<file path="config.mk">
export PLATFORM = sky130hd
export DESIGN_NAME = tos_agen
export DESIGN_NICKNAME = d
export VERILOG_FILES = /design/src/rtl/tos_agen_pkg.sv /design/src/rtl/tos_step_calc.sv /design/src/rtl/tos_slot_seq.sv /design/src/rtl/tos_agen.sv
export SDC_FILE = /design/constraint.sdc
export NUM_CORES = 1
export LEC_CHECK = 0
export BUFFER_PORTS_ARGS = -buffer_cell sky130_fd_sc_hd__buf_2
export CAP_MARGIN = 20
export CORE_UTILIZATION = 54
export CTS_CLUSTER_DIAMETER = 150
export DETAILED_ROUTE_END_ITERATION = 8
export PLACE_DENSITY = 0.81
export SETUP_SLACK_MARGIN = 0.02
export SLEW_MARGIN = 5
export SYNTH_ARGS = -nofsm -noshare
export SYNTH_HDL_FRONTEND = slang
export SYNTH_SLANG_ARGS = --single-unit
</file>
<file path="constraint.sdc">
create_clock -name clk -period 3.3 [get_ports clk]
set_clock_uncertainty 0.1 [all_clocks]
set_input_delay 0.495 -clock clk [delete_from_list [all_inputs] [get_ports clk]]
set_output_delay 0.495 -clock clk [all_outputs]
set_load 0.01 [all_outputs]
</file>
<file path="src/rtl/tos_agen_pkg.sv">
package tos_agen_pkg;

  typedef enum logic [1:0] {
    ACC_READ  = 2'd0,
    ACC_WRITE = 2'd1,
    ACC_RMW   = 2'd2,
    ACC_ADDR  = 2'd3
  } acc_e;

  typedef enum logic [1:0] {
    SZ_BYTE  = 2'd0,
    SZ_WORD  = 2'd1,
    SZ_DWORD = 2'd2,
    SZ_RSVD  = 2'd3
  } size_e;

  // Byte count of an operand; the reserved code is treated as double word.
  function automatic logic [2:0] size_bytes(input size_e s);
    case (s)
      SZ_BYTE: size_bytes = 3'd1;
      SZ_WORD: size_bytes = 3'd2;
      default: size_bytes = 3'd4;
    endcase
  endfunction

  function automatic logic moves_up(input acc_e c);
    moves_up = (c == ACC_READ);
  endfunction

  function automatic logic moves_down(input acc_e c);
    moves_down = (c == ACC_WRITE);
  endfunction

endpackage

</file>
<file path="src/rtl/tos_step_calc.sv">
module tos_step_calc
  import tos_agen_pkg::*;
#(
  parameter int AW = 32
) (
  input  logic [AW-1:0] sp_in,
  input  size_e         size,
  input  acc_e          cls,
  output logic [AW-1:0] ea_out,
  output logic [AW-1:0] sp_out,
  output logic          pops,
  output logic          pushes
);
  logic [AW-1:0] step;

  always_comb begin
    step   = AW'(size_bytes(size));
    pops   = moves_up(cls);
    pushes = moves_down(cls);
    sp_out = sp_in;
    ea_out = sp_in;
    if (pops) begin
      sp_out = sp_in + step;
    end else if (pushes) begin
      sp_out = sp_in - step;
      ea_out = sp_in - step;
    end
  end
endmodule

</file>
<file path="src/rtl/tos_slot_seq.sv">
module tos_slot_seq (
  input  logic clk,
  input  logic rst,
  input  logic adv,
  output logic slot
);
  always_ff @(posedge clk) begin
    if (rst)      slot <= 1'b0;
    else if (adv) slot <= ~slot;
  end
endmodule

</file>
<file path="src/rtl/tos_agen.sv">
module tos_agen
  import tos_agen_pkg::*;
#(
  parameter int AW = 32
) (
  input  logic          clk,
  input  logic          rst,
  input  logic [AW-1:0] rst_sp,
  input  logic          req,
  input  logic [1:0]    opnd_size,
  input  logic [1:0]    acc_class,
  output logic [AW-1:0] ea,
  output logic [AW-1:0] sp_cur,
  output logic          done,
  output logic          slot
);
  logic [AW-1:0] sp_q, ea_q, ea_calc, sp_calc;
  logic          done_q;
  logic          ev_pop, ev_push, ev_commit;

  assign ev_commit = req;

  tos_step_calc #(.AW(AW)) u_calc (
    .sp_in  (sp_q),
    .size   (size_e'(opnd_size)),
    .cls    (acc_e'(acc_class)),
    .ea_out (ea_calc),
    .sp_out (sp_calc),
    .pops   (ev_pop),
    .pushes (ev_push)
  );

  tos_slot_seq u_slot (
    .clk  (clk),
    .rst  (rst),
    .adv  (ev_commit),
    .slot (slot)
  );

  always_ff @(posedge clk) begin
    if (rst) begin
      sp_q   <= rst_sp;
      ea_q   <= '0;
      done_q <= 1'b0;
    end else begin
      done_q <= ev_commit;
      if (ev_commit) begin
        sp_q <= sp_calc;
        ea_q <= ea_calc;
      end
    end
  end

  assign ea     = ea_q;
  assign sp_cur = sp_q;
  assign done   = done_q;
endmodule

</file>
Word level (Yosys, flattened, before mapping)
Index checks and enable logic that the tools add are counted.

storage, ports and cells
  register bits = 66
  latch bits = 0
  bits in writable memories = 0
  memory bits (read-only) = 0
  input port bits = 39
  memories = 0

operators by class
  add/sub/neg operators = 2
  $mul = 0
  divide/modulo/power cells = 0
  order comparisons = 0
  equality and inequality tests = 2
  shift operators = 0
  mux-type cells = 6
  bitwise logic cells = 1
  reduce and logical (&&, ||, !) cells = 3

operators by type and width
  cell                number
  $mux 32             5
  $add 32x3->32       1
  $sub 32x3->32       1
  $pmux 3 s2          1
  $eq 2x1->1 const B  2
  $logic_not 2->1     2
  $reduce_bool 2->1   1
  $not 1->1           1

Longest topological paths before layout
Gate-level depths: netlist (run 1).

  word-level depth = 7
  gate-level depth with buffers = 10

Modules after synthesis
A second synthesis (run 1) with hierarchy kept.

unflattened totals
  cell total of the unflattened synthesis = 441
  area, all modules = 4420.5 um^2

modules (own cells, without submodules)
  module         times used  cells an instance  area an instance (um^2)  sequential area each (um^2)
  tos_agen       1           174                2547.4                   1621.6
  tos_step_calc  1           264                1840.5                   0.0
  tos_slot_seq   1           3                  32.5                     20.0

Least setup slack after synthesis (run 1)
Ideal clock, no wire load.

  kind = reg-to-reg
  from = reg sp_q[14], in the netlist sp_cur[14]
  to = reg sp_q[27], in the netlist sp_cur[27], data pin
  library setup time = 261 ps
  arrival time = 2332 ps
  required time = 2939 ps
  path slack = 607 ps
  stages on the path, launching flop included = 8
  period minus slack after synthesis = 2693 ps
  path through = edfxtp_1 -> buf_6 -> or4_4 -> or4_4 -> nor3_4 -> and3_1 -> xor2_1 -> a221o_1

between the ends
  word-level cells in the longest chain between the ends = 5

ends and longest elaborated chain
  what                    line                 source
  start, declared         tos_agen.sv:17       logic [AW-1:0] sp_q, ea_q, ea_calc, sp_calc;
  start signal, assigned  tos_agen.sv:42       sp_q <= rst_sp;
  start signal, assigned  tos_agen.sv:48       sp_q <= sp_calc;
  $sub 32x3->32           tos_step_calc.sv:25  sp_out = sp_in - step;
  $mux 32                 tos_step_calc.sv:24  end else if (pushes) begin
  $mux 32 (*)             tos_step_calc.sv:22  if (pops) begin
  $mux 32 (*)             tos_agen.sv:47       if (ev_commit) begin
  $mux 32 (*)             tos_agen.sv:41       if (rst) begin

Mark *: on every way between the ends. The rest lies on a longest branch, timed or not. The select of a mux whose other input is x is not followed.
A chain may end at the register's enable or synchronous reset.

Worst setup path in the final report (run 1)
  from = reg sp_q[15], in the netlist sp_cur[15]
  to = reg sp_q[27], in the netlist sp_cur[27], data pin

The elaborated chain is that of the path after synthesis.

==> run_results.csv, run 1 <==
group,metric,value,unit
status,status,"finished, final reports clean",
place,numPortBuffers,104,
final_layout,instances_no_fill,654,
floorplan,start_util,0.5651,
routing,drc,0,
critical_path,end_kind,"register",
critical_path,worst-r2r-cell-count,6,
routing,drt_wl_total,10250,um
floorplan,die_h,89.59,um
routing,vias,3707,
clock_tree,cts_buffers,9,
logic_synthesis,syn_inst,466,
place,preCtsSetupSlack,0.3438,ns
final_layout,drive_above_1_share,0.2559,
timing,grt_setup_unrepaired,"no",
critical_path,criticalPathCategory,"reg2reg",
grt,grt_pass1_vias,3450,
logic_synthesis,synth_top_area_frac,0.2320,
logic_synthesis,syn_nets,513,
clock_tree,cts_hold_repair.buffers,0,
place,place_congestion,0.8569,
logic_synthesis,synth_edf_count,32,
clock_tree,htreeDepth,3,
critical_path,crit_buf_inv,0,
critical_path,endpoint,"sp_cur[27]",
pwr,swShare,0.3053,
grt,antenna_found_initial,0,
logic_synthesis,netlist.top_cell.by_area,"edfxtp_1",
floorplan,core_area,7331,um2
job,drv_cap,0,
logic_synthesis,yosys_most_used_dff,"dfxtp_1",
logic_synthesis,synth_seq_area_share,0.3963,
timing,slew_headroom,0.4447,
critical_path,critPathLaunchType,"register",
clock_tree,cts_setup_buffers,0,
pwr,finalPower,2276,uW
critical_path,r2r-start,"sp_cur[15]",
pwr,p_leak,0.001929,uW
routing,drt_iter0_markers,186,
critical_path,rrSetupSlack,0.44,ns
pwr,power.switching,694.8,uW
critical_path,critPathMaxFanout,7,
logic_synthesis,synth_xor_area_frac,0.1247,
routing,ant_nets,0,
logic_synthesis,synth-compound-area-share,0.1561,
logic_synthesis,postSynth.asyncResetShare,0,
final_layout,nets,597,
timing,period_share,0.8673,
pwr,p_int,1581,uW
clock_tree,cts.clk_slew.worst_paths,0.08,ns
pwr,p_seq_frac,0.469,
floorplan,fp-row-count,31,
grt,grt-ovfl-total,0,
timing,hold_viol,0,
pwr,clkPwrFrac,0.336,
logic_synthesis,synth-seq-cells,66,
timing,fmax,349.4,MHz
critical_path,arrival,2.86,ns
critical_path,rr_endpoint,"sp_cur[27]",
critical_path,cp.required,3.30,ns
logic_synthesis,synth_top_family_by_area,"simple AND/OR/NAND/NOR gates",
pwr,max-vdd-ir-drop,0.2230,mV
logic_synthesis,synth.distinct_cells,59,
final_layout,nFillCells,612,
timing,finalWorstSetupSlack,0.4380,ns
final_layout,multiInputGateArea,2285,um2
timing,tightest_slew,0.8330,ns
clock_tree,clock_path_buffers,2,
logic_synthesis,synth_most_common_cell,"nand2_1",
routing,post_drt_wl_per_cell,15.67,um
final_layout,areaGrowthSynthToFinish,17.73,%
clock_tree,cts_tree,"built",
floorplan,die_w,89.59,um
routing,firstDrtPassIters,4,
critical_path,startpoint,"sp_cur[15]",
timing,timing.final.max_slew_violations,0,
final_layout,seq_area,1642,um2
critical_path,crit_family,"simple AND/OR/NAND/NOR gates",
critical_path,crit_slowest_cell,"or4_4",
floorplan,io_pins,105,
timing,fin_tns_setup,0,ns
logic_synthesis,yosys_warnings,0,
routing,viasPerCell,5.668,
grt,track_usage,0.2672,
floorplan,dieArea,8026,um2
grt,grt_max_degree,92,
logic_synthesis,syn-mean-instance-area,8.890,um2
logic_synthesis,synthTopCellsByArea,"edfxtp_1, dfxtp_1, xor2_1",
critical_path,cp_num_cells,6,
timing,min_period,2.862,ns
logic_synthesis,muxShareOfSynthArea,0.01057,
pwr,power_frac_comb,0.195,
clock_tree,clock-sinks,66,
critical_path,worstPathCellList,"or4_4, or4_4, nor3_4, and3_1, xor2_1, a221o_1",
place,place_inst,638,
grt,grt_pass1_wl,16230,um
logic_synthesis,syn_area,4143,um2
final_layout,n_antenna_cell,0,
critical_path,crit_path_frequent_cell,"or4_4",
logic_synthesis,synthSimpleGateAreaFrac,0.2323,
pwr,power.density,466.6,nW/um2
critical_path,max_stage_delay,0.58,ns
clock_tree,cts_resized,0,
clock_tree,clkLatencyLatePin,0.36,ns
worst_hold_path,hp-class,"in2reg",
place,hpwl,7337,um
timing,whs,0.3216,ns
clock_tree,cts-root-buf,"clkbuf_8",
timing,setup_viol,0,
logic_synthesis,synthAdderAreaFrac,0.02779,
logic_synthesis,synthTopCellsByCount,"nand2_1, nor2_1, xor2_1",
per-stage QoR:
step                      utilization  cell area (um2)
after floorplan                     -             4143
after global placement         0.6348             4653
after detailed placement       0.6348             4653
after CTS                      0.6653             4877
after global routing           0.6653             4877
final                          0.6653             4877
worst register-to-register path: cells and delay by family, from the launching register on:
family          cells  cell delay [ns]
compound gates      1             0.35
flops               1             0.52
xor+xnor            1             0.11
simple gates        4             1.52
worst min path at each step:
stage / start / endpoint / slack, ns / cells after the start
after global routing: rst_sp[2] / sp_cur[2] / 0.33 / 2
after floorplan: ea[23] / ea[23] / 0.38 / 2
after CTS: rst_sp[7] / sp_cur[7] / 0.31 / 3
after global placement: ea[30] / ea[30] / 0.33 / 2
after detailed placement: ea[16] / ea[16] / 0.34 / 2
final: rst_sp[7] / sp_cur[7] / 0.32 / 3
layer usage:
layer / GRT usage / share of wire
met1: 0.3420 / 0.43
met2: 0.4373 / 0.48
met3: 0.04388 / 0.071
met4: 0.1356 / 0.021
met5: 0 / 0
logic make-up (layout without fill, tap and decap cells):
kind of cell / count (synthesis) / count (layout)
compound gates: 100 / 100
xor+xnor: 59 / 59
fa+ha+maj: 8 / 8
buf+inv: 46 / 135
flops: 66 / 66
mux: 4 / 4
simple gates: 183 / 183
state kept, by name, summed over array words and instances, names as in the netlist:
name / count
sp_cur: 32
done: 1
ea: 32
u_slot.slot: 1
area by class of cell:
cell class | instances | share of cell area
Tap cell | 99 | 0.02540
Multi-Input combinational cell | 354 | 0.4684
Timing Repair Buffer | 111 | 0.1175
Clock inverter | 3 | 0.008979
Sequential cell | 66 | 0.3366
Inverter | 8 | 0.006157
Clock buffer | 13 | 0.03694
layout by cell type, fill, tap and decap left out, types with 4 or more instances in the layout:
cell type / Yosys / routed
a32oi_1: 5 / 5
a21oi_1: 10 / 10
a211oi_1: 27 / 27
nand2_1: 52 / 52
or3_1: 8 / 8
and2_1: 4 / 4
o21ai_1: 6 / 6
xnor2_1: 24 / 24
nor4_1: 8 / 8
xor2_1: 35 / 35
nand2b_1: 8 / 8
ha_1: 6 / 6
inv_1: 8 / 8
edfxtp_1: 32 / 32
nor3_1: 10 / 10
nand3_1: 7 / 7
dfxtp_1: 34 / 34
nand4_1: 5 / 5
clkbuf_8: 0 / 11
buf_4: 7 / 7
buf_2: 2 / 104
and3_1: 4 / 4
and4_1: 4 / 4
o21ai_0: 31 / 31
nor2_1: 51 / 51
power groups by stage:
| stage | Combinational, uW | Sequential [uW] | Clock [uW] |
|---|---|---|---|
| final | 443 | 1070 | 765 |
| after floorplan | 309 | 1060 | 0 |
| after detailed placement | 441 | 1080 | 0 |
| after global routing | 496 | 1080 | 803 |
| after CTS | 445 | 1070 | 772 |
| after global placement | 429 | 1080 | 0 |
No activity file was read; power rests on OpenSTA's default activity.
==> run 2, diff against run 1 <==
- CORE_ASPECT_RATIO: unset -> 2
- RECOVER_POWER: unset -> 25
==> run 2 against run 1 <==
  * The run now ends with max-capacitance violations, max-slew violations left
  * Clock power up 21%
  * Final area up 0.46%
  * Sequential power about the same
  * First-iteration DRC count up 23%
  * Global-route usage up 2.0 points
  * Flip-flop and latch count unchanged
  * Worst setup slack better by 0.045 ns
  * Via count up 2.8%
  * Sequential share of layout area down 0.15 points
  * Routed wire length up 6.7%
  * Critical endpoint unchanged
  * Largest power group unchanged
==> run_results.csv, run 2 (synthesis gave the netlist of run 1 again) <==
group,metric,value,unit
status,status,"complete, but fails checks",
status,violations,"max-capacitance violations, max-slew violations",
floorplan,io_pins,105,
timing,timing.final.max_slew_violations,33,
timing,slew_headroom,-0.2878,
worst_hold_path,hp-class,"in2reg",
clock_tree,cts_buffers,9,
clock_tree,cts_resized,0,
final_layout,nets,599,
critical_path,r2r-start,"sp_cur[14]",
routing,vias,3809,
final_layout,areaGrowthSynthToFinish,18.27,%
clock_tree,clock-sinks,66,
final_layout,drive_above_1_share,0.1867,
critical_path,critPathMaxFanout,9,
routing,ant_nets,0,
clock_tree,clock_path_buffers,2,
pwr,p_leak,0.001830,uW
clock_tree,cts.clk_slew.worst_paths,0.05,ns
timing,whs,0.3396,ns
clock_tree,cts_tree,"built",
critical_path,crit_slowest_cell,"or4_4",
grt,track_usage,0.2868,
final_layout,final_cell_area,4900,um2
routing,post_drt_wl_per_cell,16.85,um
critical_path,worstPathCellList,"or4_4, or4_4, nor3_4, and3_1, xor2_1, a221o_1",
timing,fmax,355.0,MHz
critical_path,crit_path_frequent_cell,"or4_4",
worst_hold_path,min_to,"sp_cur[20]",
timing,tightest_slew,1.932,ns
place,place_inst,633,
final_layout,instances_no_fill,649,
routing,drc,0,
pwr,max-vdd-ir-drop,0.4228,mV
critical_path,rrSetupSlack,0.48,ns
grt,grt_pass1_vias,3770,
timing,min_period,2.817,ns
timing,hold_viol,0,
floorplan,fp-row-count,44,
floorplan,die_h,125.9,um
critical_path,worst-r2r-cell-count,6,
critical_path,rr_endpoint,"sp_cur[27]",
clock_tree,clkLatencyLatePin,0.33,ns
clock_tree,cts_setup_buffers,0,
final_layout,final_cell_mix,"buf_2, nand2_1, nor2_1, clkbuf_1, xor2_1",
critical_path,end_kind,"register",
clock_tree,htreeDepth,3,
floorplan,start_util,0.5658,
critical_path,critPathLaunchType,"register",
clock_tree,cts-root-buf,"clkbuf_16",
grt,grt_pass1_wl,17770,um
place,hpwl,7958,um
final_layout,layout_commonest_cell,"buf_2",
place,place_congestion,0.8248,
final_layout,nFillCells,635,
critical_path,criticalPathCategory,"reg2reg",
routing,firstDrtPassIters,5,
pwr,power.density,498.9,nW/um2
critical_path,max_stage_delay,0.62,ns
place,place_area,4659,um2
critical_path,arrival,2.80,ns
grt,antenna_found_initial,0,
clock_tree,cts_hold_repair.buffers,0,
floorplan,dieArea,8048,um2
final_layout,final_util,0.6692,
grt,grt_max_degree,53,
worst_hold_path,hp-start,"rst_sp[20]",
critical_path,cp.required,3.28,ns
final_layout,n_antenna_cell,0,
floorplan,core_area,7322,um2
grt,grt-ovfl-total,0,
job,drv_cap,1,
routing,drt_wl_total,10940,um
worst_hold_path,hold_depth,3,
routing,drt_iter0_markers,229,
timing,setup_viol,0,
routing,viasPerCell,5.869,
place,numPortBuffers,104,
floorplan,die_w,63.94,um
timing,period_share,0.8535,
timing,fin_tns_setup,0,ns
timing,grt_setup_unrepaired,"no",
==> run 2: cell type report <==
cell class                      count  area, um2  share of cell area
Multi-Input combinational cell    354       2285              0.4663
Clock inverter                      4      41.29            0.008427
Sequential cell                    66       1642              0.3350
Timing Repair Buffer              113      540.5              0.1103
Clock buffer                       12      246.5             0.05031
Tap cell                           92      115.1             0.02349
Inverter                            8      30.03            0.006129
==> run 2: critical path: cells and delay by family, from the launching register on <==
family | cells | cell delay [ns]
AOI/OAI and AO/OA | 1 | 0.33
and+or+nand+nor | 4 | 1.50
xor gates and xnor gates | 1 | 0.10
DFF | 1 | 0.53
==> run 2: stage by stage <==
step                      total power (uW)  setup slack, ns
final                                 2445           0.4833
after global routing                  2543           0.3627
after CTS                             2455           0.4824
after detailed placement              1531           0.3348
after global placement                1516           0.3882
after floorplan                       1369           0.6071
==> run 2: worst max-delay path by stage <==
| stage | from | to | slack [ns] |
|---|---|---|---|
| floorplan | sp_cur[14] | sp_cur[27] | 0.61 |
| global placement | opnd_size[1] | ea[5] | 0.39 |
| detailed placement | opnd_size[1] | ea[5] | 0.33 |
| CTS | sp_cur[14] | sp_cur[27] | 0.48 |
| global route | sp_cur[9] | ea[25] | 0.36 |
| finish | sp_cur[14] | sp_cur[27] | 0.48 |
==> run 2: metal layers <==
metal | wire, um | track usage
met1 | 3960 | 0.2914
met2 | 6080 | 0.5288
met3 | 440 | 0.05072
met4 | 454 | 0.1658
met5 | 0 | 0
==> run 2: where the power goes <==
group	internal, uW	switching (uW)
Clock	597	332
Sequential	953	117
Combinational	187	258
==> run 3, diff against run 2 <==
- CORE_UTILIZATION: 54 -> 58
- PLACE_DENSITY: 0.81 -> 0.86
- clock period: 3.3 -> 3.5 ns (I/O delays scaled with it)
==> run 3 against run 2 <==
  * Non-clock buffer count unchanged
  * Sequential share of layout area grew 0.15 points
  * Largest power group unchanged
  * The run still ends with max-capacitance violations, max-slew violations left
  * Flip-flop and latch count did not move
  * Combinational power down 6.7%
==> run_results.csv, run 3 (synthesis gave the netlist of run 1 again) <==
group,metric,value,unit
status,status,"complete, but fails checks",
status,violations,"max-capacitance violations, max-slew violations",
routing,post_drt_wl_per_cell,16.72,um
final_layout,areaGrowthSynthToFinish,17.76,%
clock_tree,cts.clk_slew.worst_paths,0.05,ns
pwr,max-vdd-ir-drop,0.3167,mV
floorplan,io_pins,105,
timing,finalWorstSetupSlack,0.6010,ns
final_layout,final_util,0.7029,
routing,viasPerCell,5.895,
clock_tree,clkLatencyLatePin,0.34,ns
final_layout,n_antenna_cell,0,
floorplan,dieArea,7505,um2
grt,grt_pass1_vias,3652,
timing,tightest_slew,1.584,ns
worst_hold_path,hp-class,"reg2reg",
place,place_congestion,0.8898,
clock_tree,clock-sinks,66,
grt,grt_pass1_wl,17140,um
grt,antenna_found_initial,0,
timing,grt_setup_unrepaired,"no",
routing,firstDrtPassIters,5,
final_layout,layout_commonest_cell,"buf_2",
grt,grt-ovfl-total,0,
clock_tree,cts_tree,"built",
final_layout,final_cell_area,4878,um2
final_layout,drive_above_1_share,0.1867,
place,place_inst,631,
routing,drt_iter0_markers,268,
critical_path,cp.required,3.47,ns
final_layout,seq_area,1642,um2
place,preCtsSetupSlack,0.5600,ns
routing,vias,3814,
timing,timing.final.max_slew_violations,44,
grt,track_usage,0.3108,
timing,fmax,344.9,MHz
pwr,power.density,462.7,nW/um2
timing,min_period,2.899,ns
critical_path,critPathLaunchType,"register",
place,place_area,4657,um2
clock_tree,cts_setup_buffers,0,
timing,setup_viol,0,
floorplan,core_area,6940,um2
floorplan,fp-row-count,43,
timing,hold_viol,0,
critical_path,criticalPathCategory,"reg2reg",
final_layout,nFillCells,569,
clock_tree,cts_buffers,9,
place,hpwl,7731,um
timing,slew_headroom,-0.05584,
floorplan,die_w,61.76,um
clock_tree,cts-root-buf,"clkbuf_16",
final_layout,multiInputGateArea,2285,um2
routing,drc,0,
clock_tree,htreeDepth,3,
final_layout,final_cell_mix,"buf_2, nand2_1, nor2_1, clkbuf_1, xor2_1",
grt,grt_max_degree,53,
place,numPortBuffers,104,
critical_path,critPathMaxFanout,5,
timing,fin_tns_setup,0,ns
clock_tree,clock_path_buffers,2,
routing,drt_wl_total,10820,um
timing,period_share,0.8283,
clock_tree,cts_hold_repair.buffers,0,
final_layout,instances_no_fill,647,
floorplan,die_h,121.5,um
final_layout,nets,599,
critical_path,end_kind,"register",
pwr,p_leak,0.001820,uW
routing,ant_nets,0,
floorplan,start_util,0.5969,
clock_tree,cts_resized,0,
job,drv_cap,1,
critical_path,arrival,2.87,ns
-- run 3: worst paths after layout --
| path | startpoint | end | slack [ns] | depth (start not counted) |
|---|---|---|---|---|
| worst min register to register | ea[26] | ea[26] | 0.35 | 2 |
| worst max register to register | sp_cur[2] | sp_cur[31] | 0.60 | 7 |
| worst min-delay path | ea[26] | ea[26] | 0.35 | 2 |
| worst max-delay path | sp_cur[2] | sp_cur[31] | 0.60 | 7 |
-- run 3: stage by stage --
step	hold slack (ns)	power [uW]
6_report	0.3511	2257
5_1_grt	0.3827	2356
4_1_cts	0.3500	2271
3_5_place_dp	0.3386	1439
3_3_place_gp	0.3301	1421
2_1_floorplan	0.3827	1291
-- run 3: worst max-delay path: stages, from the launching register on --
cell	delay, ns
edfxtp_1	0.46
ha_1	0.26
or3b_2	0.50
nor4_1	0.56
nand4_1	0.26
nor3_2	0.19
xnor2_1	0.16
o221ai_1	0.13
-- run 3: area by class of cell --
type                            count  share of cell area
Multi-Input combinational cell    354              0.4683
Clock inverter                      3            0.003078
Tap cell                           90             0.02308
Sequential cell                    66              0.3365
Timing Repair Buffer              113              0.1095
Inverter                            8            0.006155
Clock buffer                       13             0.05335
-- run 3: power by group --
| group | switching, uW | internal [uW] |
|---|---|---|
| combinational | 240 | 174 |
| sequential | 113 | 898 |
| clock | 318 | 514 |
| total | 671 | 1590 |
-- run 3: routing by layer --
layer | up-vias | part of all wire | wire length (um) | GRT usage
li1 | 1839 | - | - | -
met1 | 1788 | 0.35 | 3839 | 0.3188
met2 | 153 | 0.55 | 5996 | 0.5370
met3 | 34 | 0.047 | 508 | 0.06610
met4 | 0 | 0.044 | 476 | 0.2000
met5 | - | 0 | 0 | 0
